===== src/rtl/ccr_pkg.sv =====
package ccr_pkg;

  typedef enum logic [1:0] {
    CS_OFF    = 2'b00,
    CS_FROZEN = 2'b01,
    CS_ON     = 2'b11
  } cache_state_e;

  localparam int unsigned WORD_W      = 32;
  localparam int unsigned NUM_CACHES  = 2;
  localparam int unsigned STATE_W     = 2;
  localparam int unsigned FRZ_BASE    = 4;
  localparam int unsigned IFLUSH_BIT  = 21;
  localparam int unsigned DFLUSH_BIT  = 22;
  localparam int unsigned SNOOP_BIT   = 23;

  localparam logic [1:0] SZ_WORD = 2'd2;

  // bits that never survive a store
  localparam logic [WORD_W-1:0] ZERO_ON_STORE =
      (32'h1 << 14) | (32'h1 << 15) | (32'h1 << 16) |
      (32'h1 << IFLUSH_BIT) | (32'h1 << DFLUSH_BIT);

  typedef struct packed {
    logic wr_ctrl;
    logic rd_ctrl;
    logic rd_icfg;
    logic rd_dcfg;
    logic rd_any;
  } ccr_dec_t;

endpackage


===== src/rtl/ccr_decode.sv =====
module ccr_decode
  import ccr_pkg::*;
#(
  parameter int unsigned ADDR_W   = 8,
  parameter int unsigned OFF_CTRL = 0,
  parameter int unsigned OFF_ICFG = 4,
  parameter int unsigned OFF_DCFG = 8
) (
  input  logic              sel_i,
  input  logic              we_i,
  input  logic [ADDR_W-1:0] addr_i,
  input  logic [1:0]        size_i,
  output ccr_dec_t          dec_o
);
  localparam logic [ADDR_W-1:0] A_CTRL = ADDR_W'(OFF_CTRL);
  localparam logic [ADDR_W-1:0] A_ICFG = ADDR_W'(OFF_ICFG);
  localparam logic [ADDR_W-1:0] A_DCFG = ADDR_W'(OFF_DCFG);

  logic word_ok;
  logic rd_ok;

  always_comb begin
    word_ok       = sel_i && (size_i == SZ_WORD);
    rd_ok         = word_ok && !we_i;
    dec_o.wr_ctrl = word_ok && we_i && (addr_i == A_CTRL);
    dec_o.rd_ctrl = rd_ok && (addr_i == A_CTRL);
    dec_o.rd_icfg = rd_ok && (addr_i == A_ICFG);
    dec_o.rd_dcfg = rd_ok && (addr_i == A_DCFG);
    dec_o.rd_any  = sel_i && !we_i;
  end
endmodule


===== src/rtl/ccr_freeze_cell.sv =====
module ccr_freeze_cell
  import ccr_pkg::*;
(
  input  logic [STATE_W-1:0] state_i,
  input  logic               frz_en_i,
  input  logic               ack_i,
  output logic [STATE_W-1:0] state_o
);
  always_comb begin
    if (ack_i && frz_en_i && (state_i == CS_ON))
      state_o = CS_FROZEN;
    else
      state_o = state_i;
  end
endmodule


===== src/rtl/ccr_ctrl_reg.sv =====
module ccr_ctrl_reg
  import ccr_pkg::*;
(
  input  logic              clk,
  input  logic              rst_n,
  input  logic              wr_i,
  input  logic [WORD_W-1:0] wdata_i,
  input  logic              ack_i,
  output logic [WORD_W-1:0] ctrl_o,
  output logic              iflush_o,
  output logic              dflush_o
);
  logic [WORD_W-1:0] ctrl_q;
  logic [WORD_W-1:0] frz_word;
  logic [NUM_CACHES-1:0][STATE_W-1:0] st_nxt;

  for (genvar g = 0; g < NUM_CACHES; g++) begin : g_cache
    ccr_freeze_cell u_cell (
      .state_i  (ctrl_q[STATE_W*g +: STATE_W]),
      .frz_en_i (ctrl_q[FRZ_BASE + g]),
      .ack_i    (ack_i),
      .state_o  (st_nxt[g])
    );
  end

  always_comb begin
    frz_word = ctrl_q;
    for (int i = 0; i < NUM_CACHES; i++)
      frz_word[STATE_W*i +: STATE_W] = st_nxt[i];
  end

  always_ff @(posedge clk) begin
    if (!rst_n) begin
      ctrl_q   <= '0;
      iflush_o <= 1'b0;
      dflush_o <= 1'b0;
    end else begin
      if (wr_i)
        ctrl_q <= wdata_i & ~ZERO_ON_STORE;
      else
        ctrl_q <= frz_word;
      iflush_o <= wr_i && wdata_i[IFLUSH_BIT];
      dflush_o <= wr_i && wdata_i[DFLUSH_BIT];
    end
  end

  assign ctrl_o = ctrl_q;
endmodule


===== src/rtl/ccr_rdata.sv =====
module ccr_rdata
  import ccr_pkg::*;
#(
  parameter logic [WORD_W-1:0] ICFG_WORD = 32'h1022_0000,
  parameter logic [WORD_W-1:0] DCFG_WORD = 32'h1822_0000
) (
  input  logic              clk,
  input  logic              rst_n,
  input  ccr_dec_t          dec_i,
  input  logic [WORD_W-1:0] ctrl_i,
  output logic [WORD_W-1:0] rdata_o
);
  logic [WORD_W-1:0] sel_word;

  always_comb begin
    sel_word = '0;
    if (dec_i.rd_ctrl) sel_word = ctrl_i;
    if (dec_i.rd_icfg) sel_word = ICFG_WORD;
    if (dec_i.rd_dcfg) sel_word = DCFG_WORD;
  end

  always_ff @(posedge clk) begin
    if (!rst_n)            rdata_o <= '0;
    else if (dec_i.rd_any) rdata_o <= sel_word;
    else                   rdata_o <= '0;
  end
endmodule


===== src/rtl/cache_ctl_regs.sv =====
module cache_ctl_regs
  import ccr_pkg::*;
#(
  parameter int unsigned ADDR_W    = 8,
  parameter logic [31:0] ICFG_WORD = 32'h1022_0000,
  parameter logic [31:0] DCFG_WORD = 32'h1822_0000
) (
  input  logic              clk,
  input  logic              rst_n,
  input  logic              bus_sel,
  input  logic              bus_we,
  input  logic [ADDR_W-1:0] bus_addr,
  input  logic [1:0]        bus_size,
  input  logic [31:0]       bus_wdata,
  output logic [31:0]       bus_rdata,
  input  logic              irq_ack,
  output logic [1:0]        icache_state,
  output logic [1:0]        dcache_state,
  output logic              snoop_en,
  output logic              iflush_o,
  output logic              dflush_o
);
  ccr_dec_t    dec;
  logic [31:0] ctrl_word;

  ccr_decode #(.ADDR_W(ADDR_W)) u_dec (
    .sel_i  (bus_sel),
    .we_i   (bus_we),
    .addr_i (bus_addr),
    .size_i (bus_size),
    .dec_o  (dec)
  );

  ccr_ctrl_reg u_ctrl (
    .clk      (clk),
    .rst_n    (rst_n),
    .wr_i     (dec.wr_ctrl),
    .wdata_i  (bus_wdata),
    .ack_i    (irq_ack),
    .ctrl_o   (ctrl_word),
    .iflush_o (iflush_o),
    .dflush_o (dflush_o)
  );

  ccr_rdata #(.ICFG_WORD(ICFG_WORD), .DCFG_WORD(DCFG_WORD)) u_rd (
    .clk     (clk),
    .rst_n   (rst_n),
    .dec_i   (dec),
    .ctrl_i  (ctrl_word),
    .rdata_o (bus_rdata)
  );

  assign icache_state = ctrl_word[1:0];
  assign dcache_state = ctrl_word[3:2];
  assign snoop_en     = ctrl_word[SNOOP_BIT];
endmodule


===== config.mk =====
export PLATFORM = sky130hd
export DESIGN_NAME = cache_ctl_regs
export DESIGN_NICKNAME = d
export VERILOG_FILES = /design/src/rtl/ccr_pkg.sv /design/src/rtl/ccr_decode.sv /design/src/rtl/ccr_freeze_cell.sv /design/src/rtl/ccr_ctrl_reg.sv /design/src/rtl/ccr_rdata.sv /design/src/rtl/cache_ctl_regs.sv
export SDC_FILE = /design/constraint.sdc
export NUM_CORES = 1
export LEC_CHECK = 0
export BUFFER_PORTS_ARGS = -buffer_cell sky130_fd_sc_hd__buf_4
export CORE_AREA = 2 2 74 76
export CTS_CLUSTER_SIZE = 10
export DETAILED_ROUTE_END_ITERATION = 16
export DIE_AREA = 0 0 76 78
export GPL_ROUTABILITY_DRIVEN = 0
export PLACE_DENSITY = 0.75
export SLEW_MARGIN = 30
export SYNTH_ARGS = -nofsm -noshare
export SYNTH_HDL_FRONTEND = slang
export SYNTH_SLANG_ARGS = --single-unit

===== constraint.sdc =====
create_clock -name clk -period 1.45 [get_ports clk]
set_clock_uncertainty 0.2 [all_clocks]
set_input_delay 0.29 -clock clk [delete_from_list [all_inputs] [get_ports clk]]
set_output_delay 0.29 -clock clk [all_outputs]
set_load 0.02 [all_outputs]

==> reports/results.tsv, run 1 <==
metric	value	unit
unrepaired setup endpoints after global routing	false	
Area Growth Syn to Fin	37.84	%
Synth Area in XOR/XNOR	0.004063	
Mapped Area	0.002156	mm^2
net load switching power	0.6283	mW
Post-Synth Adder-Cell Area	0	
hold buffer count at cts	2	
worst skew pair latency	0.32	ns
initial antenna violation count	0	
FF/Latch Area	0.001141	mm^2
highest clock rate	733.2	MHz
Avg Cell Area, Syn	9.252	um^2
Final Critical Period	1.364	ns
Worst Path Required	1.49	ns
critical path cell sequence	buf_4 -> nor4_4 -> and4_4 -> buf_12 -> mux2i_1	
Detailed Routing Iterations Pass 1	4	
# rows	26	
Cells after DPL	372	
area of the multi-input gates	764.5	um^2
Max-Cap Viols	0	
Port Buffer Count	78	
synthesized flop and latch total	57	
Clk pwr share	0.399	
CTS buffer count	9	
worst setup margin	0.08619	ns
Gate power share	0.068	
number of nets still failing antenna checks after routing	0	
Sequential Power Share	0.532	
pre-CTS WS	-0.2474	ns
gr ovfl total	0	
Via Count	1708	
Routed wire per std cell	11.28	um
Post-Route WL	4366	um
# Post-CTS Setup Buffers	0	
Tot GR Track Use	0.1571	
final hold violation count	0	
Cell variety after synth	21	
Final setup viols	0	
most frequent cells in the layout	buf_4, dfxtp_1, nand2_1	
Synth area leader	dfxtp_1	
slowest cell delay on critical path	0.32	ns
largest net degree at the start of global routing	29	
top cells by area, synth	dfxtp_1, mux2i_1, nand2_1	
P_leak	1.219	nW
mux cell area share after synthesis	0.1254	
Die X	76	um
largest family of logic cells by synthesized area	simple AND/OR/NAND/NOR gates	
Max VDD drop	0.4619	mV
WP buf/inv	2	
Syn. warnings	0	
fillers	454	
layout cells sized above 1	0.3249	
Critical Path AT	1.41	ns
Finished Core Util	0.5893	
Int Pwr	2.314	mW
complex-gate fraction of the synthesized area	0.006965	
commonest non-fill, non-tap cell in the layout	buf_4	
DRC Markers	0	
slowest library cell on the worst path	nor4_4	
Die Y	78	um
vias in the first global route	1667	
root buf cell	clkbuf_8	
Reg clk slew, reported paths	0.06	ns
starting density of the core	0.4275	
number of clock sinks	57	
boundary pin count	86	
TritonCTS clock tree	yes	
Final Cycle Share	0.9406	
Crit Path Max Fanout	13	
DR iter-0 viols	72	
die area	0.005928	mm^2
Final HPWL DP	3154	um
critical path capture point type	flop	
Slew Viols, Final	0	
htree depth	3	
post-cts sizing count	0	
Seq/Total Area, Yosys	0.5293	
Mapped Cells	233	
post-route non-filler standard cell count	387	
Vias/cell	4.413	
cell area power density	990.2	mW/mm^2
CP Launch Type	input pin	
Synth Area in Simple Gates	0.2113	
Worst Hold Class	in2reg	
ant diodes	0	
top cell type's share of synthesized area	0.5293	
switch share	0.2135	
nets	362	
Hold WS	0.02176	ns
family with the most delay on the worst path	simple AND/OR/NAND/NOR gates	
Setup CP Type	in2reg	
Core Area	0.005042	mm^2
first-pass GRT wire length	7327	um
Longest Clk Path Bufs	2	
outcome	completed	
-- registers in the layout (all words and copies together), names as in the netlist --
register,count
u_ctrl.iflush_o,1
u_rd.rdata_o,28
u_ctrl.dflush_o,1
u_ctrl.ctrl_o,27
-- cell families after synthesis --
kind of cell,Yosys count
XOR/XNOR,1
multiplexers,27
flip-flops,57
other,1
buffers and inverters,48
AO/OA/AOI/OAI,2
AND/OR/NAND/NOR,97
-- final timing paths --
path / startpoint / slack, ns / end / cells past startpoint
worst min-delay path: bus_wdata[19] / 0.02 / u_ctrl.ctrl_o[19]$_SDFFE_PN0P_ / 3
worst min register to register: u_ctrl.ctrl_o[24]$_SDFFE_PN0P_ / 0.23 / u_rd.rdata_o[24]$_SDFF_PP0_ / 2
worst max-delay path: bus_addr[5] / 0.09 / u_ctrl.ctrl_o[0]$_SDFFE_PN0P_ / 5
worst max register to register: u_ctrl.ctrl_o[2]$_SDFFE_PN0P_ / 0.51 / u_ctrl.ctrl_o[3]$_SDFFE_PN0P_ / 3
-- synth_stat cells --
| cell | n |
|---|---|
| mux2i_1 | 27 |
| nor4_4 | 1 |
| clkbuf_1 | 9 |
| buf_4 | 8 |
| xnor2_1 | 1 |
| or2_2 | 1 |
| buf_12 | 3 |
| nand4_2 | 1 |
| and4_4 | 1 |
| dfxtp_1 | 57 |
| nor4bb_1 | 1 |
| a211oi_1 | 2 |
| nand2_1 | 53 |
| nor2_1 | 5 |
| nor3_1 | 27 |
| conb_1 | 1 |
| buf_2 | 2 |
| nand3_1 | 5 |
| and3b_1 | 1 |
| inv_1 | 26 |
| nor3b_1 | 1 |
-- metrics by stage --
step           instance area, um^2  TNS, ns  power (mW)
3_5_place_dp                  2801   -10.19       1.798
4_1_cts                       2972        0       2.975
5_1_grt                       2972        0       3.062
3_3_place_gp                  2801   -8.749       1.795
2_1_floorplan                 2167   -2.034       1.679
6_report                      2972        0       2.943
-- routing by layer --
metal	part of all wire	wire length (um)	GRT usage	vias to the layer above
met5	0	0	0	-
met4	0.011	50	0.08727	0
met3	0.055	242	0.03837	6
met2	0.51	2232	0.2732	51
met1	0.42	1841	0.1775	761
li1	-	-	-	890
-- cell type report --
cell class              count  area share
clock inverters             1    0.001684
multi-input cells         131      0.2573
inverters                  26     0.03284
flip-flops and latches     57      0.3840
clock buffers              12     0.04884
repair buffers             90      0.2459
well taps                  70     0.02947
-- power groups by stage --
| stage | logic (mW) | registers, mW | clock network, mW |
|---|---|---|---|
| 6_report | 0.201 | 1.57 | 1.18 |
| 4_1_cts | 0.203 | 1.57 | 1.21 |
| 5_1_grt | 0.221 | 1.57 | 1.27 |
| 3_5_place_dp | 0.197 | 1.60 | 0 |
| 2_1_floorplan | 0.0778 | 1.60 | 0 |
| 3_3_place_gp | 0.194 | 1.60 | 0 |
-- worst reg2reg max path, delay by kind of cell (launching register included) --
family	cells	cell delay, ns
flops	1	0.38
simple gates	2	0.18
mux	1	0.06
Note: power is estimated with default switching activity, not from simulation.
==> run 2: changes to the inputs <==
==> constraint.sdc (replaced) <==
create_clock -name clk -period 1.45 [get_ports clk]
set_clock_uncertainty 0.2 [all_clocks]
set_input_delay 0.145 -clock clk [delete_from_list [all_inputs] [get_ports clk]]
set_output_delay 0.145 -clock clk [all_outputs]
set_load 0.02 [all_outputs]
==> run 2 against run 1 <==
Net effect:
- global-route usage grew 2.5 points
- clock power is essentially flat
- utilization grew 8.0 points
- largest power group unchanged
- count of clock-buffer cells in the layout is the same
- critical path type unchanged
- sequential share of layout area shrank 4.6 points
- critical path depth is the same
- wire length grew 20%
- non-clock buffer count grew 40
==> reports/results.tsv, run 2 (synthesis gave the netlist of run 1 again) <==
metric	value	unit
outcome	completed	
CP Launch Type	input pin	
htree depth	3	
total power	3.031	mW
Max-Cap Viols	0	
Tot GR Track Use	0.1825	
Vias/cell	4.487	
DR iter-0 viols	80	
setup_tns	0	ns
slowest cell delay on critical path	0.58	ns
starting density of the core	0.4275	
P_leak	1.376	nW
fin area	0.003377	mm^2
Hold WS	0.004632	ns
Setup CP Type	in2reg	
die area	0.005928	mm^2
unrepaired setup endpoints after global routing	false	
ant diodes	0	
cell area power density	897.6	mW/mm^2
largest net degree at the start of global routing	29	
Final Critical Period	1.386	ns
# rows	26	
Routed wire per std cell	12.26	um
Placed Area	0.002809	mm^2
Die Y	78	um
highest clock rate	721.3	MHz
initial antenna violation count	0	
boundary pin count	86	
vias in the first global route	1909	
Final HPWL DP	3138	um
nets	402	
slowest library cell on the worst path	dlygate4sd3_1	
critical path cell sequence	buf_4 -> nor4_4 -> nand3_2 -> dlygate4sd3_1 -> nor3_1	
Finished Core Util	0.6697	
Detailed Routing Iterations Pass 1	4	
Biggest register	u_rd.rdata_o	
area of the multi-input gates	774.5	um^2
Worst Path Required	1.49	ns
Reg clk slew, reported paths	0.06	ns
Core Area	0.005042	mm^2
Crit Path Max Fanout	2	
layout cells sized above 1	0.2997	
worst skew pair latency	0.32	ns
Worst Hold Class	in2reg	
Post-Route WL	5234	um
Max VDD drop	0.5020	mV
DRC Markers	0	
commonest non-fill, non-tap cell in the layout	buf_4	
Min-Delay Path Depth	4	
Final setup viols	0	
number of clock sinks	57	
number of nets still failing antenna checks after routing	0	
Critical Path AT	1.43	ns
Port Buffer Count	78	
Final Cycle Share	0.9561	
most frequent cells in the layout	buf_4, dfxtp_1, nand2_1	
Area Growth Syn to Fin	56.65	%
gr ovfl total	0	
CTS buffer count	9	
max reg flops	28	
root buf cell	clkbuf_8	
final hold violation count	0	
Slew Viols, Final	0	
TritonCTS clock tree	yes	
Via Count	1916	
critical path capture point type	flop	
fillers	404	
number of cells on the worst reg-to-reg path	3	
first-pass GRT wire length	8445	um
Die X	76	um
Longest Clk Path Bufs	2	
FF/Latch Area	0.001141	mm^2
==> run 2: timing repair <==
| action | CTS | global route |
|---|---|---|
| buffers inserted | 0 | 1 |
| hold endpoints to repair | 32 | 1 |
| setup endpoints to repair | 0 | 2 |
| gates resized for setup | 0 | 2 |
| hold buffers | 39 | 2 |
==> run 2: final timing paths <==
kind                             startpoint                          end  slack [ns]
max                             bus_addr[6]   u_ctrl.iflush_o$_SDFF_PN0_        0.06
min                                  bus_we  u_rd.rdata_o[28]$_SDFF_PN0_       0.005
max reg2reg  u_ctrl.ctrl_o[27]$_SDFFE_PN0P_  u_rd.rdata_o[27]$_SDFF_PN0_        0.09
min reg2reg  u_ctrl.ctrl_o[12]$_SDFFE_PN0P_  u_rd.rdata_o[12]$_SDFF_PP0_        0.23
==> run 2: final cells by class <==
type | count | area share
sequential | 57 | 0.3379
multi-input combinational | 131 | 0.2293
inverter | 26 | 0.02890
timing repair buffer | 130 | 0.3335
clock buffer | 12 | 0.04298
tap | 70 | 0.02594
clock inverter | 1 | 0.001482
==> run 2: layer usage <==
metal | share of wire | vias up | GRT usage
li1 | - | 967 | -
met1 | 0.39 | 872 | 0.1838
met2 | 0.54 | 69 | 0.3473
met3 | 0.058 | 8 | 0.06047
met4 | 0.010 | 0 | 0.07091
met5 | 0 | - | 0
==> run 2: worst max-delay path, delay by kind of cell <==
kind                   cells  cell delay, ns
buffers and inverters      2            0.70
AND/OR/NAND/NOR            3            0.58
==> run 2: per-stage QoR <==
stage / setup WS [ns] / std cells
floorplan: 0.03928 / 236
global placement: -0.05767 / 373
detailed placement: -0.1185 / 373
CTS: 0.02718 / 425
global route: 0.01924 / 427
finish: 0.06362 / 427
==> run 2: power breakdown <==
part	internal [mW]	switching (mW)
combinational	0.174	0.111
sequential	1.57	0.0000988
clock	0.635	0.544
==> run 3: changes to the inputs <==
--- a/config.mk
+++ b/config.mk
@@ -11,6 +11,7 @@
 export DETAILED_ROUTE_END_ITERATION = 16
 export DIE_AREA = 0 0 76 78
 export GPL_ROUTABILITY_DRIVEN = 0
+export HOLD_SLACK_MARGIN = 0.02
 export PLACE_DENSITY = 0.75
 export SLEW_MARGIN = 30
 export SYNTH_ARGS = -nofsm -noshare
==> run 3 against run 2 <==
Net effect:
- cell count down 0.70%
- utilization down 0.60 points
- register-to-register slack better by 0.39 ns
- count of clock-buffer cells in the layout stayed put
- flip-flop and latch count did not move
==> reports/results.tsv, run 3 (synthesis gave the netlist of run 1 again) <==
metric	value	unit
Finished Core Util	0.6638	
critical path capture point type	flop	
number of clock sinks	57	
Hold WS	0.01121	ns
post-route non-filler standard cell count	424	
Core Area	0.005042	mm^2
number of cells on the worst reg-to-reg path	3	
slowest cell delay on critical path	0.57	ns
Post-Route WL	5103	um
root buf cell	clkbuf_8	
initial antenna violation count	0	
slowest library cell on the worst path	dlygate4sd3_1	
Worst Hold Class	in2reg	
Via Count	1875	
unrepaired setup endpoints after global routing	false	
Max VDD drop	0.4963	mV
Final Critical Period	1.376	ns
Area Growth Syn to Fin	55.25	%
Tot GR Track Use	0.1800	
Min-Delay Startpoint	bus_we	
final hold violation count	0	
Biggest register	u_rd.rdata_o	
R2R setup slack	0.48	ns
Longest Clk Path Bufs	2	
Worst Hold End	u_rd.rdata_o[27]$_SDFF_PN0_	
outcome	completed	
Critical Path AT	1.41	ns
reg2reg start	u_ctrl.ctrl_o[2]$_SDFFE_PN0P_	
Setup CP Type	in2reg	
TritonCTS clock tree	yes	
Reg-to-Reg End	u_ctrl.ctrl_o[3]$_SDFFE_PN0P_	
boundary pin count	86	
max reg flops	28	
Routed wire per std cell	12.04	um
die area	0.005928	mm^2
vias in the first global route	1887	
Min-Delay Path Depth	4	
CP dominant cell by count	buf_4	
Port Buffer Count	78	
Reg clk slew, reported paths	0.06	ns
Worst Path Required	1.48	ns
# rows	26	
starting density of the core	0.4275	
first-pass GRT wire length	8342	um
most frequent cells in the layout	buf_4, dfxtp_1, nand2_1	
largest net degree at the start of global routing	29	
critical path cell sequence	buf_4 -> dlygate4sd3_1 -> nand4_2 -> buf_4 -> nor3_1	
Vias/cell	4.422	
Crit Path Max Fanout	13	
ant diodes	0	
highest clock rate	726.9	MHz
gr ovfl total	0	
nets	399	
worst skew pair latency	0.32	ns
Detailed Routing Iterations Pass 1	4	
CP Launch Type	input pin	
Die Y	78	um
number of nets still failing antenna checks after routing	0	
Cells after DPL	373	
layout cells sized above 1	0.3023	
Die X	76	um
P_leak	1.364	nW
htree depth	3	
Max-Cap Viols	0	
Final Cycle Share	0.9488	
Final setup viols	0	
Final HPWL DP	3138	um
total power	3.018	mW
cell area power density	901.8	mW/mm^2
Slew Viols, Final	0	
DR iter-0 viols	75	
commonest non-fill, non-tap cell in the layout	buf_4	
DRC Markers	0	
CTS buffer count	9	
==> run 3: changes by cell type in the layout (fill, tap and decap cells not counted) <==
cell | before | now
dlygate4sd3_1 | 40 | 37
==> run 3: final cells by class <==
class / instances / area, um^2
multi-input combinational: 131 / 774.5
timing repair buffer: 127 / 1096
sequential: 57 / 1141
clock buffer: 12 / 145.1
fill: 408 / 1695
tap: 70 / 87.58
clock inverter: 1 / 5.005
inverter: 26 / 97.59
==> run 3: per-stage QoR <==
stage | area [um^2] | setup slack, ns | setup TNS, ns
final | 3347 | 0.07422 | 0
after global routing | 3347 | 0.01303 | 0
after CTS | 3319 | 0.02718 | 0
after detailed placement | 2809 | -0.1185 | -4.384
after global placement | 2809 | -0.05767 | -1.853
after floorplan | 2167 | 0.03928 | 0
==> run 3: worst max-delay path, delay by kind of cell <==
family,cells,cell delay [ns]
buffers and inverters,3,0.93
and+or+nand+nor,2,0.33
==> run 3: worst max-delay path by stage <==
stage               slack, ns  cells past startpoint           from                        endpoint
finish                   0.07                      5          rst_n     u_rd.rdata_o[13]$_SDFF_PP0_
global route             0.01                      5          rst_n     u_rd.rdata_o[11]$_SDFF_PP0_
CTS                      0.03                      5  bus_wdata[22]      u_ctrl.dflush_o$_SDFF_PN0_
floorplan                0.04                      5    bus_addr[5]   u_ctrl.ctrl_o[3]$_SDFFE_PN0P_
global placement        -0.06                      5    bus_addr[5]  u_ctrl.ctrl_o[13]$_SDFFE_PN0P_
detailed placement      -0.12                      5    bus_addr[5]   u_ctrl.ctrl_o[7]$_SDFFE_PN0P_
==> run 3: report_power, final <==
part	total [mW]	leakage [nW]	internal, mW	switching (mW)
Combinational	0.278	0.827	0.169	0.109
Sequential	1.57	0.459	1.57	0.0000981
Clock	1.17	0.0782	0.635	0.538
==> run 3: routing by layer <==
| layer | wire length, um | share of wire | track usage | up-vias |
|---|---|---|---|---|
| li1 | - | - | - | 958 |
| met1 | 2072 | 0.41 | 0.1845 | 846 |
| met2 | 2682 | 0.53 | 0.3375 | 61 |
| met3 | 275 | 0.054 | 0.06047 | 10 |
| met4 | 72 | 0.014 | 0.07091 | 0 |
| met5 | 0 | 0 | 0 | - |
==> run 3: what timing repair did <==
action | 4_1_cts | 5_1_grt
endpoints found under the hold margin | 33 | 1
setup endpoints to repair | 0 | 2
setup buffers | 0 | 1
hold buffers | 36 | 2
resized for setup | 0 | 2
